<file path="src/rtl/uhi_pkg.sv">
package uhi_pkg;

    localparam int BUS_W    = 8;
    localparam int TREQ_POS = 7;
    localparam int CFG_W    = 5;

    localparam int ST_AVAIL = 0;
    localparam int ST_EMPTY = 1;
    localparam int ST_IDLE  = 2;
    localparam int ST_INT   = 7;

    typedef enum logic [2:0] {
        ACC_NONE,
        ACC_THR_WR,
        ACC_CTRL_WR,
        ACC_RHR_RD,
        ACC_STAT_RD
    } acc_e;

    // bit 4 stop2, bit 3 even, bit 2 parity enable, bits 1:0 length code
    typedef struct packed {
        logic       stop2;
        logic       par_even;
        logic       par_en;
        logic [1:0] len_code;
    } line_cfg_t;

    function automatic logic [BUS_W-1:0] make_status(
        input logic pend, input logic idle,
        input logic empty, input logic avail);
        logic [BUS_W-1:0] s;
        s           = '0;
        s[ST_INT]   = pend;
        s[ST_IDLE]  = idle;
        s[ST_EMPTY] = empty;
        s[ST_AVAIL] = avail;
        return s;
    endfunction

endpackage

</file>
<file path="src/rtl/uhi_decode.sv">
module uhi_decode
    import uhi_pkg::*;
(
    input  logic sel_a,
    input  logic sel_b_n,
    input  logic sel_c,
    input  logic reg_sel,
    input  logic rd_nwr,
    input  logic bus_stb,
    output logic chip_hit,
    output logic rd_drive,
    output acc_e acc
);
    always_comb begin
        chip_hit = sel_a & ~sel_b_n & sel_c;
        rd_drive = chip_hit & rd_nwr;
        acc      = ACC_NONE;
        if (chip_hit && bus_stb) begin
            unique case ({reg_sel, rd_nwr})
                2'b00:   acc = ACC_THR_WR;
                2'b01:   acc = ACC_RHR_RD;
                2'b10:   acc = ACC_CTRL_WR;
                default: acc = ACC_STAT_RD;
            endcase
        end
    end
endmodule

</file>
<file path="src/rtl/uhi_ctrl_reg.sv">
module uhi_ctrl_reg
    import uhi_pkg::*;
(
    input  logic      clk,
    input  logic      rst,
    input  logic      wr_en,
    input  logic      treq_in,
    input  line_cfg_t cfg_in,
    output logic      treq,
    output logic      treq_nxt,
    output line_cfg_t cfg
);
    assign treq_nxt = wr_en ? treq_in : treq;

    always_ff @(posedge clk) begin
        if (rst) begin
            treq <= 1'b0;
            cfg  <= '0;
        end else if (wr_en) begin
            treq <= treq_in;
            if (!treq_in) cfg <= cfg_in;
        end
    end

    assert_cfg_locked_R5: assert property (@(posedge clk) disable iff (rst)
        (wr_en && treq_in) |=> (cfg == $past(cfg)) && treq);
endmodule

</file>
<file path="src/rtl/uhi_tx_hold.sv">
module uhi_tx_hold
    import uhi_pkg::*;
#(
    parameter int W = BUS_W
) (
    input  logic         clk,
    input  logic         rst,
    input  logic         thr_wr,
    input  logic [W-1:0] wdata,
    input  logic         hold_taken,
    input  logic         treq_rise,
    input  logic         treq_nxt,
    input  logic         stat_rd,
    output logic [W-1:0] thr_data,
    output logic         thr_full,
    output logic         pend
);
    logic freed;

    assign freed = (treq_rise && !thr_full) || (hold_taken && thr_full);

    always_ff @(posedge clk) begin
        if (rst) begin
            thr_data <= '0;
            thr_full <= 1'b0;
        end else if (thr_wr) begin
            thr_data <= wdata;
            thr_full <= 1'b1;
        end else if (hold_taken) begin
            thr_full <= 1'b0;
        end
    end

    always_ff @(posedge clk) begin
        if (rst || !treq_nxt)          pend <= 1'b0;
        else if (freed && !thr_wr)     pend <= 1'b1;
        else if (thr_wr || stat_rd)    pend <= 1'b0;
    end

    assert_thr_load_R11: assert property (@(posedge clk) disable iff (rst)
        thr_wr |=> thr_full && (thr_data == $past(wdata)));

    assert_irq_clear_R8: assert property (@(posedge clk) disable iff (rst)
        thr_wr |=> !pend);
endmodule

</file>
<file path="src/rtl/uhi_rx_hold.sv">
module uhi_rx_hold
    import uhi_pkg::*;
#(
    parameter int W = BUS_W
) (
    input  logic         clk,
    input  logic         rst,
    input  logic         rx_load,
    input  logic [W-1:0] rx_data,
    input  logic         rhr_rd,
    output logic [W-1:0] rhr,
    output logic         avail
);
    always_ff @(posedge clk) begin
        if (rst) begin
            rhr   <= '0;
            avail <= 1'b0;
        end else if (rx_load) begin
            rhr   <= rx_data;
            avail <= 1'b1;
        end else if (rhr_rd) begin
            avail <= 1'b0;
        end
    end

    assert_rx_capture_R10: assert property (@(posedge clk) disable iff (rst)
        rx_load |=> avail && (rhr == $past(rx_data)));
endmodule

</file>
<file path="src/rtl/uart_host_regs.sv">
module uart_host_regs
    import uhi_pkg::*;
(
    input  logic             clk,
    input  logic             rst,
    input  logic             sel_a,
    input  logic             sel_b_n,
    input  logic             sel_c,
    input  logic             reg_sel,
    input  logic             rd_nwr,
    input  logic             bus_stb,
    input  logic [BUS_W-1:0] tx_bus,
    output logic [BUS_W-1:0] rx_bus,
    output logic             rx_bus_oe,
    output logic [BUS_W-1:0] thr_data,
    output logic             thr_full,
    input  logic             hold_taken,
    input  logic             shifter_idle,
    input  logic             rx_load,
    input  logic [BUS_W-1:0] rx_data,
    output logic             req_send_n,
    output logic             irq_n,
    output logic [1:0]       len_code,
    output logic             par_en,
    output logic             par_even,
    output logic             stop2
);
    acc_e       acc;
    logic       chip_hit, rd_drive;
    logic       treq, treq_nxt, treq_rise, pend;
    logic       avail;
    line_cfg_t  cfg;
    logic [BUS_W-1:0] rhr;

    uhi_decode u_dec (
        .sel_a(sel_a), .sel_b_n(sel_b_n), .sel_c(sel_c),
        .reg_sel(reg_sel), .rd_nwr(rd_nwr), .bus_stb(bus_stb),
        .chip_hit(chip_hit), .rd_drive(rd_drive), .acc(acc)
    );

    uhi_ctrl_reg u_ctrl (
        .clk(clk), .rst(rst),
        .wr_en(acc == ACC_CTRL_WR),
        .treq_in(tx_bus[TREQ_POS]),
        .cfg_in(line_cfg_t'(tx_bus[CFG_W-1:0])),
        .treq(treq), .treq_nxt(treq_nxt), .cfg(cfg)
    );

    assign treq_rise = (acc == ACC_CTRL_WR) && tx_bus[TREQ_POS] && !treq;

    uhi_tx_hold #(.W(BUS_W)) u_tx (
        .clk(clk), .rst(rst),
        .thr_wr(acc == ACC_THR_WR), .wdata(tx_bus),
        .hold_taken(hold_taken), .treq_rise(treq_rise),
        .treq_nxt(treq_nxt), .stat_rd(acc == ACC_STAT_RD),
        .thr_data(thr_data), .thr_full(thr_full), .pend(pend)
    );

    uhi_rx_hold #(.W(BUS_W)) u_rx (
        .clk(clk), .rst(rst),
        .rx_load(rx_load), .rx_data(rx_data),
        .rhr_rd(acc == ACC_RHR_RD),
        .rhr(rhr), .avail(avail)
    );

    always_comb begin
        rx_bus = '0;
        if (rd_drive)
            rx_bus = reg_sel ? make_status(pend, shifter_idle, !thr_full, avail) : rhr;
    end

    assign rx_bus_oe  = rd_drive;
    assign req_send_n = !treq;
    assign irq_n      = !pend;
    assign len_code   = cfg.len_code;
    assign par_en     = cfg.par_en;
    assign par_even   = cfg.par_even;
    assign stop2      = cfg.stop2;

    assert_unselected_R3: assert property (@(posedge clk) disable iff (rst)
        !chip_hit |=> $stable(cfg) && $stable(req_send_n) && $stable(thr_data));

    assert_rts_on_R6: assert property (@(posedge clk) disable iff (rst)
        (acc == ACC_CTRL_WR && tx_bus[TREQ_POS]) |=> !req_send_n);

    assert_irq_needs_req_R12: assert property (@(posedge clk) disable iff (rst)
        req_send_n |-> irq_n);
endmodule

</file>
<file path="config.mk">
export PLATFORM = sky130hd
export DESIGN_NAME = uart_host_regs
export DESIGN_NICKNAME = d
export VERILOG_FILES = /design/src/rtl/uhi_pkg.sv /design/src/rtl/uhi_decode.sv /design/src/rtl/uhi_ctrl_reg.sv /design/src/rtl/uhi_tx_hold.sv /design/src/rtl/uhi_rx_hold.sv /design/src/rtl/uart_host_regs.sv
export SDC_FILE = /design/constraint.sdc
export NUM_CORES = 1
export LEC_CHECK = 0
export ABC_AREA = 1
export BUFFER_PORTS_ARGS = -buffer_cell sky130_fd_sc_hd__buf_2
export CORE_AREA = 2 2 98 53
export DETAILED_ROUTE_END_ITERATION = 10
export DIE_AREA = 0 0 100 55
export HOLD_SLACK_MARGIN = 0.08
export SYNTH_ARGS = -nofsm -noshare
export SYNTH_HDL_FRONTEND = slang
export SYNTH_SLANG_ARGS = --single-unit
</file>
<file path="constraint.sdc">
create_clock -name clk -period 2.95 [get_ports clk]
set_input_delay 0.295 -clock clk [delete_from_list [all_inputs] [get_ports clk]]
set_output_delay 0.295 -clock clk [all_outputs]
set_load 0.1 [all_outputs]
</file>
==> results.ini <==
[final_layout]
finalNonFillerCells=272
multi_input_area_sq_um=584
antenna_cells=0
layout_commonest_cell=buf_2
fillerInstances=528
fin_util_pct=32.9
areaGrowthSynthToFinish_pct=36.8
stdcell_area_sq_um=1540
fin_nets=243
layout-drive-gt1-share_pct=34.0
final_cell_mix=51 x buf_2, 32 x nor2_1, 25 x nand2_1, 25 x dfxtp_1, 17 x inv_1
seqCellArea_sq_um=500

[cts]
root_buffer=clkbuf_8
clock_sinks=25
cts_buffer_depth=2
clk_latency_ns=0.27
cts.htree.levels=1
cts_setup_buffers=0
post_cts_resized=0
holdBufCountCts=0
cts_tree=built
numCtsBuffers=3
path_clk_slew_ns=0.10

[synth]
avgSynthCellArea_sq_um=7.08
synth.cell_area_sq_um=1130
synth_area_leaders=dfxtp_1 44%, nor2_1 12%, nand2_1 8.3%, a21oi_1 6.2%, o21ai_0 6.2%
syn-num-nets=189
syn_inst=159
synth_top_area_share_pct=44.4
synth.distinct_cells=20
ys_seq_elements=25
yosysWarnings=0
synth.largest_area_cell=dfxtp_1
ys_seq_area_share_pct=44.4

[timing]
period_minus_slack_ns=1.85
finalHoldViolations=0
final-setup-viol-count=0
holdWs_ns=0.232
drv_slew=0
min_period_over_period_pct=62.7
slew_headroom_pct=67.3
clock-skew-final_ns=0.000899
worstMarginPinSlew_ns=0.493
setup_slack_ns=1.10
rsz0062_at_grt=false
timing.fmax_mhz=541

[hold_path]
whs_path_depth=3
whs_endpoint=u_rx.rhr[2]
holdCritPathClass=input port to register
min_from=rx_data[2]

[place]
place_congestion=0.763
port_buffers=51
preCtsSetupSlack_ns=1.08
place_area_sq_um=1490
dp.cells=268
place_hpwl_microns=2640

[worst_setup_path]
arrival_ns=1.55
r2r_cells=6
crit_path_end_kind=primary output
critical_path.cell_chain=buf_2 -> inv_1 -> nand3_1 -> nor2_2 -> inv_1 -> a211oi_4 -> buf_2
path_buf_inv=4
slowest_delay_ns=0.45
slowest_stage=buf_2
cp_top_family=buffers and inverters
setup.worst_path.class=input port to primary output
r2r_slack_ns=1.84
start_kind=input port
r2r_end=u_tx.pend
critPathRequiredTime_ns=2.65
r2r-start=u_tx.thr_full
critPathMaxFanout=8

[grt]
grt_overflow_total=0
grt_pass1_wl_microns=5240
antenna_found_initial=0
grt_start_max_net_pins=17
grt_pass1_vias=1031
grt_usage_pct=12.8

[drt]
vias=1165
dr.pass1.iters=4
drc=0
first_iter_violations=55
post_drt_via_cell_ratio=4.28
wire_per_inst_microns=12.3
drt-total-wl_microns=3350
ant_nets=0

[floorplan]
fp.dieH_microns=55
start_util_pct=24.0
die_w_microns=100
rows=18
die_area_sq_um=5500
design.core.area_sq_um=4680
io_pins=52

[power]
ir_drop_mv=0.185
powerDensity_nw_per_um2=439
leakage_nw=0.737

[job]
drv_cap=0

[status]
status=complete, no violations

[through the flow]
stage	total power [W]	setup TNS, ns
floorplan	0.000422	-0.0440
global placement	0.000459	0
detailed placement	0.000460	0
CTS	0.000682	0
global route	0.000706	0
finish	0.000676	0
[cells in the mapped netlist]
| master | instances |
|---|---|
| buf_6 | 1 |
| clkbuf_1 | 2 |
| nand3_2 | 1 |
| a21oi_1 | 14 |
| nand3_1 | 11 |
| nor2_1 | 36 |
| nand4_1 | 1 |
| dfxtp_1 | 25 |
| nand2_2 | 1 |
| nand2_1 | 25 |
| inv_1 | 17 |
| nand4_2 | 1 |
| o21ai_0 | 14 |
| nor3_1 | 1 |
| ha_1 | 3 |
| nor2_4 | 1 |
| a211oi_1 | 1 |
| nor2_2 | 2 |
| or2_2 | 1 |
| clkinv_1 | 1 |
[sequential cells by signal (all words and copies together) (netlist names)]
register,cells
u_tx.thr_data,8
u_ctrl.treq,1
u_tx.thr_full,1
u_rx.rhr,8
u_rx.avail,1
u_tx.pend,1
u_ctrl.cfg,5
[per-layer routing]
metal / track usage [%] / vias up / part of all wire (%)
li1: - / 612 / -
met1: 19.8 / 516 / 58
met2: 16.8 / 35 / 35
met3: 4.77 / 2 / 6.7
met4: 1.37 / 0 / 0.12
met5: 0 / - / 0
[where the power goes]
group	total [W]	leakage, nW	switching, W	internal [W]
logic	0.0000992	0.507	0.0000703	0.0000289
registers	0.000353	0.204	0.00000526	0.000347
clock network	0.000225	0.0261	0.000125	0.0000993
[worst max path at each step]
stage	cells after the start	startpoint	slack [ns]	to
global placement	7	sel_b_n	1.11	rx_bus[1]
detailed placement	7	sel_b_n	1.08	rx_bus[1]
global route	7	sel_b_n	1.0	rx_bus[1]
CTS	7	sel_b_n	1.08	rx_bus[1]
finish	7	sel_b_n	1.10	rx_bus[1]
floorplan	5	sel_b_n	-0.01	rx_bus[0]
[layout make-up]
| type | instances | share of cell area [%] |
|---|---|---|
| multi-input cells | 113 | 37.9 |
| flip-flops and latches | 25 | 32.5 |
| repair buffers | 52 | 17.1 |
| well taps | 60 | 4.87 |
| inverters | 18 | 4.39 |
| clock buffers | 3 | 2.68 |
| clock inverters | 1 | 0.569 |
[tightest hold or removal path, stage by stage]
cell and delay [ns]:
buf_2 0.07, nor2_1 0.03, nor2_1 0.08
[cells by family (layout without fill, tap and decap cells)]
group	after synthesis	in the layout	share of synthesized area [%]
adder cells (fa/ha/maj)	3	3	3.33
flip-flops	25	25	44.4
buffers and inverters	21	74	7.67
AO/OA/AOI/OAI	29	29	13.1
AND/OR/NAND/NOR	81	81	31.4
Note: power is estimated with default switching activity, not from simulation.
